--- src/rtl/masked_ring_addr_gen.sv ---
module masked_ring_addr_gen #(
  parameter int ADDR_W = 32,
  parameter int WORD_BYTES = 8,
  parameter logic [ADDR_W-1:0] RESET_MASK = ~ADDR_W'(8191)
) (
  input  logic              clk,
  input  logic              rst_n,
  input  logic              clear,
  input  logic [ADDR_W-1:0] cfg_base,
  input  logic [ADDR_W-1:0] cfg_mask,
  input  logic              push,
  input  logic              pop,
  output logic [ADDR_W-1:0] wr_addr,
  output logic [ADDR_W-1:0] rd_addr,
  output logic              full,
  output logic              empty,
  output logic [ADDR_W:0]   fullness
);

  localparam logic [ADDR_W-1:0] STEP_A = ADDR_W'(WORD_BYTES);
  localparam logic [ADDR_W:0]   STEP_C = (ADDR_W+1)'(WORD_BYTES);

  logic [ADDR_W-1:0] base_q, mask_q, wr_off, rd_off;
  logic [ADDR_W:0]   cnt, win;
  logic              do_push, do_pop;

  assign win      = {1'b0, ~mask_q} + (ADDR_W+1)'(1);
  assign full     = (cnt == win);
  assign empty    = (cnt == '0);
  assign fullness = cnt;
  assign do_push  = push && !full && !clear;
  assign do_pop   = pop && !empty && !clear;
  assign wr_addr  = (base_q & mask_q) | (wr_off & ~mask_q);
  assign rd_addr  = (base_q & mask_q) | (rd_off & ~mask_q);

  always_ff @(posedge clk) begin
    if (!rst_n) begin
      base_q <= '0;
      mask_q <= RESET_MASK;
      wr_off <= '0;
      rd_off <= '0;
      cnt    <= '0;
    end else if (clear) begin
      base_q <= cfg_base;
      mask_q <= cfg_mask;
      wr_off <= '0;
      rd_off <= '0;
      cnt    <= '0;
    end else begin
      if (do_push) wr_off <= (wr_off + STEP_A) & ~mask_q;
      if (do_pop)  rd_off <= (rd_off + STEP_A) & ~mask_q;
      if (do_push && !do_pop)      cnt <= cnt + STEP_C;
      else if (do_pop && !do_push) cnt <= cnt - STEP_C;
    end
  end

  assert_cnt_bound_R6: assert property (@(posedge clk) disable iff (!rst_n)
    cnt <= win);
  assert_flags_excl_R7: assert property (@(posedge clk) disable iff (!rst_n)
    !(full && empty));
  assert_clear_empties_R9: assert property (@(posedge clk) disable iff (!rst_n)
    clear |=> (empty && wr_addr == rd_addr));
  assert_no_overflow_R6: assert property (@(posedge clk) disable iff (!rst_n)
    (full && push && !pop && !clear) |=> ($stable(cnt) && $stable(wr_addr)));
  assert_no_underflow_R7: assert property (@(posedge clk) disable iff (!rst_n)
    (empty && pop && !push && !clear) |=> ($stable(cnt) && $stable(rd_addr)));
  assert_push_step_R3: assert property (@(posedge clk) disable iff (!rst_n)
    (push && !pop && !full && !clear) |=> (cnt == $past(cnt) + STEP_C));
  assert_pop_step_R4: assert property (@(posedge clk) disable iff (!rst_n)
    (pop && !push && !empty && !clear) |=> (cnt == $past(cnt) - STEP_C));
  assert_cfg_hold_R10: assert property (@(posedge clk) disable iff (!rst_n)
    !clear |=> ($stable(base_q) && $stable(mask_q)));

endmodule

--- config.mk ---
export PLATFORM = sky130hd
export DESIGN_NAME = masked_ring_addr_gen
export DESIGN_NICKNAME = d
export VERILOG_FILES = /design/src/rtl/masked_ring_addr_gen.sv
export SDC_FILE = /design/constraint.sdc
export NUM_CORES = 1
export LEC_CHECK = 0
export BUFFER_PORTS_ARGS = -buffer_cell sky130_fd_sc_hd__buf_2
export CAP_MARGIN = 20
export CORE_MARGIN = 2
export CORE_UTILIZATION = 51
export DETAILED_ROUTE_END_ITERATION = 8
export PLACE_DENSITY = 0.84
export SYNTH_ARGS = -nofsm -noshare
export SYNTH_HDL_FRONTEND = slang
export SYNTH_SLANG_ARGS = --single-unit
--- constraint.sdc ---
create_clock -name clk -period 10.21 [get_ports clk]
set_clock_uncertainty 0.2 [all_clocks]
set_input_delay 2.042 -clock clk [delete_from_list [all_inputs] [get_ports clk]]
set_output_delay 2.042 -clock clk [all_outputs]
set_load 0.005 [all_outputs]
After elaboration in Yosys (flattened, before gate mapping)
Cells that the tools add are included.
Widths: inputs -> output; s select.
{ "op_classes": {"n_addsub": 5, "n_eq_ne": 1, "mux": 2, "bitwise": 9, "n_reduce_logical": 14} }
{ "ops": {"columns": ["cell", "n"], "rows": [
  ["$and 32x32->32", 5],
  ["$mux 33", 2],
  ["$add 32x4->32 const B", 2],
  ["$or 32x32->32", 2],
  ["$add 32x1->33 const B", 1],
  ["$add 33x4->33 const B", 1],
  ["$eq 33x33->1", 1],
  ["$logic_not 33->1", 1],
  ["$sub 33x4->33 const B", 1],
  ["$not 32->32", 1],
  ["$logic_and 1x1->1", 6],
  ["$logic_not 1->1", 5],
  ["$reduce_bool 2->1", 1],
  ["$reduce_or 2->1", 1],
  ["$not 1->1", 1]
]} }
{ "word_totals": {"register_bits": 161, "in_bits": 69, "output_inout_bits": 99, "elab_cells": 36} }

Depth between registers and ports, before layout
Gate-level depths: netlist of the first run.
{ "depth": {"word_depth": 10, "mapped_depth": 25, "mapped_depth_nobuf": 20} }

Least setup slack after synthesis of the first run
No wires, ideal clock.
{ "synth_timing": {"path_type": "reg2reg", "start": "reg mask_q[9]", "end": "reg cnt[30], in the netlist fullness[30]", "setup_time_ps": 117, "arrival_time_ps": 6174, "setup_slack_ps": 3719, "stages_incl_launch_ff": 26, "path_buffers": 5, "synth_period_minus_slack_ps": 6491, "cell_sequence": "dfxtp_1 -> buf_2 -> or3_1 -> or3_1 -> buf_2 -> or4_4 -> or4b_1 -> o31ai_1 -> o2111ai_2 -> o21ai_2 -> buf_4 -> buf_6 -> buf_4 -> nor2_1 -> ha_1 -> inv_1 -> ha_1 -> a21oi_1 -> nand2_1 -> a221o_1 -> a22o_1 -> a311oi_1 -> a211oi_1 -> o31ai_1 -> mux2i_1 -> nand2_1"} }
{ "synth_between": {"elab_chain_cells": 9, "word_cells_on_any_way": 11} }
{ "synth_rtl": {"columns": ["element", "line", "source"], "rows": [
  ["start: declaration", "23", "logic [ADDR_W-1:0] base_q, mask_q, wr_off, rd_off;"],
  ["start signal: assignment", "45", "mask_q <= cfg_mask;"],
  ["$not 32->32 *", "27", "assign win = {1'b0, ~mask_q} + (ADDR_W+1)'(1);"],
  ["$add 32x1->33 *", "27", null],
  ["$eq 33x33->1 *", "28", "assign full = (cnt == win);"],
  ["$logic_not 1->1 *", "31", "assign do_push = push && !full && !clear;"],
  ["$logic_and 1x1->1 * (2 in series)", "31", null],
  ["net do_push", "25", "logic do_push, do_pop;"],
  ["$logic_not 1->1", "53", "else if (do_pop && !do_push) cnt <= cnt - STEP_C;"],
  ["$logic_and 1x1->1", "53", null],
  ["$reduce_bool 2->1 (no line)", null, null],
  ["end signal: assignment", "52", "if (do_push && !do_pop) cnt <= cnt + STEP_C;"],
  ["end signal: assignment", "53", null],
  ["end: declaration", "24", "logic [ADDR_W:0] cnt, win;"]
]} }
The timed path passes the listed nets; every way through them passes the cells marked *.
A chain may end at the register's enable or synchronous reset.

Worst setup path in the final report of the first run
{ "layout_timing": {"start": "reg mask_q[6]", "end": "reg cnt[30], in the netlist fullness[30]"} }
Same word-level chain as after synthesis.

==> impl_metrics.ini, run 1 <==
[place]
place_congestion = 0.910
placement.setup.worst_slack_ps = 3280
post-place-cells = 1561
dpl.hpwl_um = 20400
placement.io_buffers = 164

[timing]
min_period_over_period = 0.691
slew_viol_final = 0
hold_violations = 0
total_of_endpoints_with_negative_setup_slack_in_the_final_report = 0
layout_setup_ws_ps = 3160
fmax_ghz = 0.142
finalCriticalPeriod_ps = 7050
grt_setup_unrepaired = no
worst_max_slew_pin_slew_ps = 1080
finalSetupTns_ps = 0
slew-limit-headroom = 0.280

[synthesis]
post-synth-top-count-cell = sky130_fd_sc_hd__dfxtp_1
area_share_of_the_largest_cell_type_after_synthesis = 0.322
synth_edf_count = 0
synth_top_area_cell = sky130_fd_sc_hd__dfxtp_1
avgSynthCellArea_sq_um = 7.94
synth-warning-count = 0
synthesis.instances = 1237
area_of_the_mapped_netlist_sq_um = 9820
postSynth.asyncResetShare = 0
synth_cell_types = 73
synthFlopType = sky130_fd_sc_hd__dfxtp_1
synth.ff_latch_count = 158
ranking_of_synthesized_cells_by_area = sky130_fd_sc_hd__dfxtp_1, sky130_fd_sc_hd__mux2i_1, sky130_fd_sc_hd__o21ai_0
synth.yosys.seq_area_share = 0.322
synth.top_cells.by_count = sky130_fd_sc_hd__dfxtp_1, sky130_fd_sc_hd__nand2_1, sky130_fd_sc_hd__o21ai_0, sky130_fd_sc_hd__nor2_1, sky130_fd_sc_hd__inv_1

[global_routing]
grt_start_max_net_pins = 67
grt_remaining_overflow = 0
first_global_vias = 8912
wire_length_of_the_first_global_routing_pass_um = 44800
globalRouteTotalUtil = 0.276
grt_antenna_before_repair = 0

[worst_setup_path]
critPathCaptureType = flop
ff2ff_setup_slack_ps = 3160
cp.buffers_inverters = 1
timing_worst_setup_path_type = reg2reg
crit_path_cell_trace = or3_4 > or3_1 > or3_1 > or4_1 > a32oi_1 > o2111ai_2 > o21ai_4 > nor2_1 > ha_2 > inv_1 > ha_1 > a21oi_1 > nand2_1 > a221o_1 > a22o_1 > a311oi_1 > a211oi_1 > o31ai_1 > mux2i_1 > nand2_1
setup.worst_path.start_class = flop
r2r_start = mask_q[6]
r2r-end = fullness[30]
rr_worst_depth = 20
cp.required_ps = 10340
cp.arrival_ps = 7180
worstPathMaxFanout = 30
critPathTopFamily = compound AO/OA/AOI/OAI gates
timing.critical_path.slowest_stage_cell = sky130_fd_sc_hd__inv_1
cp_slowest_stage_delay_ps = 750

[die]
floorplan.core_area_sq_um = 18800
io_pins = 168
die_width_um = 143
initial_utilization = 0.523
die_y_um = 143
row_count = 50
die_area_sq_um = 20400

[cts]
htree_num_levels = 4
clk_pin_slew_ps = 70
clock_insertion_delay_worst_skew_ps = 430
cts-hold-fix-buffers = 0
numCtsBuffers = 17
maximum_clock_path_buffer_count = 2
clock_sinks = 158
cts.repair.resized = 0
tritoncts = built
post-cts-setup-buffer-count = 0
clock-root-buffer = sky130_fd_sc_hd__clkbuf_16

[routing]
vias = 9703
drt_pass1_iterations = 5
ant_nets = 0
detail_route.iter0.violations = 986
post-route-drc-count = 0
wire_per_inst_um = 17.9
ratio_of_routed_vias_to_standard_cells = 6.09
finalWirelength_um = 28500

[power]
power.clock.fraction = 0.356
power.net_switching_w = 0.000582
power_leakage_nw = 4.56
internal_power_w = 0.00120
power.density_cell_area_nw_per_um2 = 159
vdd_drop_max_uv = 110
power.combinational.fraction = 0.249
seqPwrFrac = 0.395
power.share.switching = 0.326

[finish]
layout.filler_cells = 1605
num_antenna_cells = 0
postLayoutCoreUtil = 0.599
post_route_cells_drive_above_1_share = 0.162
post_layout_cell_count = 1593
syn_to_final_growth_pct = 14.5
finalNetCount = 1447

[hold_path]
worstHoldStart = rd_off[0]
timing.hold.worst_endpoint = rd_off[0]
min_delay_path_depth = 2
hold_class = reg2reg

[run]
maxCapViolCount = 0

[run_status]
status = completed
-- tightest hold or removal path: cells and delay by family (launching register included) --
kind	cells	cell delay (ps)
compound gates	1	40
flops	1	300
buf+inv	1	60
-- power groups by stage --
stage / sequential (W) / clock [W] / combinational [W]
finish: 0.000706 / 0.000636 / 0.000444
global route: 0.000710 / 0.000661 / 0.000493
CTS: 0.000703 / 0.000639 / 0.000439
detailed placement: 0.000717 / 0 / 0.000436
global placement: 0.000716 / 0 / 0.000427
floorplan: 0.000685 / 0 / 0.000343
-- through the flow --
stage | hold slack [ps] | area [sq um] | total power [W]
2_1_floorplan | 212 | 9820 | 0.00103
3_3_place_gp | 226 | 10700 | 0.00114
3_5_place_dp | 231 | 10700 | 0.00115
4_1_cts | 241 | 11200 | 0.00178
5_1_grt | 253 | 11200 | 0.00186
6_report | 241 | 11200 | 0.00179
-- cell families after synthesis --
| logic type | Yosys count | share of synthesized area |
|---|---|---|
| AO/OA/AOI/OAI | 282 | 0.185 |
| XOR/XNOR | 69 | 0.0616 |
| adder cells (fa/ha/maj) | 32 | 0.0415 |
| buffers and inverters | 157 | 0.0646 |
| flip-flops | 158 | 0.322 |
| multiplexers | 71 | 0.0724 |
| other | 1 | 0.000382 |
| AND/OR/NAND/NOR | 467 | 0.252 |
-- per-layer routing --
layer  vias up  GRT usage  share of wire
met5         -          0              0
li1       4678          -              -
met1      4541      0.364           0.43
met2       427      0.450           0.47
met4         0     0.0964          0.024
met3        57     0.0547          0.079
-- area by class of cell --
| class | count | area, sq um | share of cell area |
|---|---|---|---|
| Timing Repair Buffer | 171 | 876 | 0.0779 |
| Clock buffer | 19 | 443 | 0.0394 |
| Sequential cell | 158 | 3160 | 0.281 |
| Inverter | 74 | 278 | 0.0247 |
| Clock inverter | 13 | 141 | 0.0126 |
| Multi-Input combinational cell | 924 | 6050 | 0.538 |
| Tap cell | 234 | 293 | 0.0260 |
-- layout by cell type, fill, tap and decap left out, drive strengths merged, types with 35 or more instances in the layout --
cell    instances
a211oi         35
a21oi          51
buf           171
dfxtp         158
inv            75
mux2i          71
nand2         100
nand3          42
nor2           82
nor2b          49
nor3           45
o21ai          97
xnor2          41
-- state kept, by name (all words and copies together) (netlist names) --
name,flops
base_q,32
rd_off,32
wr_off,32
fullness,30
mask_q,32
-- worst max-delay path by stage --
stage | from | end | slack, ps | depth (start not counted)
2_1_floorplan | mask_q[9] | fullness[30] | 3720 | 25
3_3_place_gp | mask_q[6] | fullness[30] | 3370 | 20
3_5_place_dp | mask_q[6] | fullness[30] | 3280 | 20
4_1_cts | mask_q[6] | fullness[30] | 3260 | 20
5_1_grt | mask_q[6] | fullness[30] | 2630 | 20
6_report | mask_q[6] | fullness[30] | 3160 | 20
No activity file was read; power rests on OpenSTA's default activity.
==> run 2: changes to the inputs <==
--- a/config.mk
+++ b/config.mk
@@ -10,7 +10,7 @@
 export CORE_MARGIN = 2
 export CORE_UTILIZATION = 51
 export DETAILED_ROUTE_END_ITERATION = 8
-export PLACE_DENSITY = 0.84
+export PLACE_DENSITY = 0.86
 export SYNTH_ARGS = -nofsm -noshare
 export SYNTH_HDL_FRONTEND = slang
 export SYNTH_SLANG_ARGS = --single-unit
==> constraint.sdc (replaced) <==
create_clock -name clk -period 6.26 [get_ports clk]
set_clock_uncertainty 0.2 [all_clocks]
set_input_delay 1.252 -clock clk [delete_from_list [all_inputs] [get_ports clk]]
set_output_delay 1.252 -clock clk [all_outputs]
set_load 0.005 [all_outputs]
==> impl_metrics.ini, run 2 (synthesis results as in run 1) <==
[power]
power.share.switching = 0.325
seqPwrFrac = 0.379
vdd_drop_max_uv = 199
power.density_cell_area_nw_per_um2 = 256
internal_power_w = 0.00200
power_leakage_nw = 4.76
power.clock.fraction = 0.357
power.combinational.fraction = 0.264
power.net_switching_w = 0.000963

[place]
placement.io_buffers = 164
dpl.hpwl_um = 20700
post-place-cells = 1596
place_congestion = 0.918
placement.setup.worst_slack_ps = -80.6

[hold_path]
min_delay_path_depth = 2
hold_class = reg2reg

[worst_setup_path]
rr_worst_depth = 23
cp.required_ps = 6370
critPathCaptureType = flop
crit_path_cell_trace = or3_4 > or3_1 > buf_4 > or4_4 > or4b_1 > o31ai_1 > o2111ai_2 > o21ai_4 > nor2_1 > ha_2 > clkinvlp_4 > buf_4 > ha_1 > a21oi_1 > nand2_1 > a221o_1 > a22o_1 > a311oi_1 > buf_4 > a21oi_1 > a41o_1 > o21ai_0 > nand3_1
timing_worst_setup_path_type = reg2reg
crit_top_cell = sky130_fd_sc_hd__buf_4
worstPathMaxFanout = 12
setup.worst_path.start_class = flop
timing.critical_path.slowest_stage_cell = sky130_fd_sc_hd__or4_4
cp_slowest_stage_delay_ps = 490
cp.arrival_ps = 6070

[run]
maxCapViolCount = 0

[finish]
num_antenna_cells = 0
finalNetCount = 1486
layout_commonest_cell = sky130_fd_sc_hd__buf_2
most-common-layout-cells = sky130_fd_sc_hd__buf_2, sky130_fd_sc_hd__dfxtp_1, sky130_fd_sc_hd__nand2_1
post_route_cells_drive_above_1_share = 0.188
syn_to_final_growth_pct = 17.8
layout.filler_cells = 1628
post_layout_cell_count = 1632

[cts]
clock_insertion_delay_worst_skew_ps = 440
htree_num_levels = 4
numCtsBuffers = 17
cts-hold-fix-buffers = 0
maximum_clock_path_buffer_count = 2
tritoncts = built
clock-root-buffer = sky130_fd_sc_hd__clkbuf_16
clock_sinks = 158
clk_pin_slew_ps = 60

[global_routing]
first_global_vias = 9450
wire_length_of_the_first_global_routing_pass_um = 46300
grt_start_max_net_pins = 86
globalRouteTotalUtil = 0.285
grt_antenna_before_repair = 0
grt_remaining_overflow = 0

[routing]
ant_nets = 0
drt_pass1_iterations = 5
post-route-drc-count = 0
vias = 9993
detail_route.iter0.violations = 870
wire_per_inst_um = 17.8
finalWirelength_um = 29000
ratio_of_routed_vias_to_standard_cells = 6.12

[timing]
grt_setup_unrepaired = no
hold_violations = 0
total_of_endpoints_with_negative_setup_slack_in_the_final_report = 0
slew_viol_final = 0
layout_setup_ws_ps = 300
min_period_over_period = 0.952
fmax_ghz = 0.168
worst_max_slew_pin_slew_ps = 968
finalCriticalPeriod_ps = 5960
slew-limit-headroom = 0.355
finalHoldWorstSlack_ps = 235

[die]
die_y_um = 143
die_width_um = 143
die_area_sq_um = 20400
initial_utilization = 0.523
io_pins = 168
floorplan.core_area_sq_um = 18800
row_count = 50

[run_status]
status = completed
run 2: through the flow:
| step | TNS, ps | util | area [sq um] | total power, W |
|---|---|---|---|---|
| floorplan | 0 | - | 9830 | 0.00168 |
| global placement | 0 | 0.582 | 10900 | 0.00188 |
| detailed placement | -80.6 | 0.582 | 10900 | 0.00190 |
| CTS | 0 | 0.615 | 11500 | 0.00295 |
| global route | 0 | 0.616 | 11600 | 0.00311 |
| finish | 0 | 0.616 | 11600 | 0.00296 |
run 2: final cells by class:
type	count	area (sq um)	area share
clock buffer	19	443	0.0383
clock inverter	13	154	0.0133
inverter	74	282	0.0243
multi-input combinational	924	6060	0.524
sequential	158	3160	0.274
tap	234	293	0.0253
timing repair buffer	210	1170	0.101
run 2: path summary, 6_finish.rpt:
check                           startpoint            to  slack [ps]
worst min-delay path             rd_off[1]     rd_off[1]         230
worst max-delay path             mask_q[6]  fullness[32]         300
worst max register to register   mask_q[6]  fullness[32]         300
worst min register to register   rd_off[1]     rd_off[1]         230
run 2: power by group through the flow:
stage	sequential, W	combinational (W)	clock (W)
6_report	0.00112	0.000782	0.00106
5_1_grt	0.00113	0.000870	0.00111
4_1_cts	0.00112	0.000770	0.00106
3_5_place_dp	0.00114	0.000761	0
3_3_place_gp	0.00114	0.000745	0
2_1_floorplan	0.00112	0.000560	0
run 2: what timing repair did:
item                                    in CTS  in global routing
resized for setup                            0                  5
endpoints found under the setup margin       1                  9
gates cloned                                 0                  0
buffers inserted                             4                  0
endpoints found under the hold margin        0                  0
run 2: per-layer routing:
metal  GRT usage  vias up  wire (um)
li1            -     4766          -
met1       0.353     4701      11800
met2       0.481      449      13700
met3      0.0580       77       2560
met4       0.120        0        986
met5           0        -          0
run 2: critical path: cells and delay by family, from the launching register on:
family	cells	cell delay, ps
AOI/OAI and AO/OA	10	2080
and+or+nand+nor	7	2020
adders and majority gates	2	530
DFF	1	310
buffers and inverters	4	680
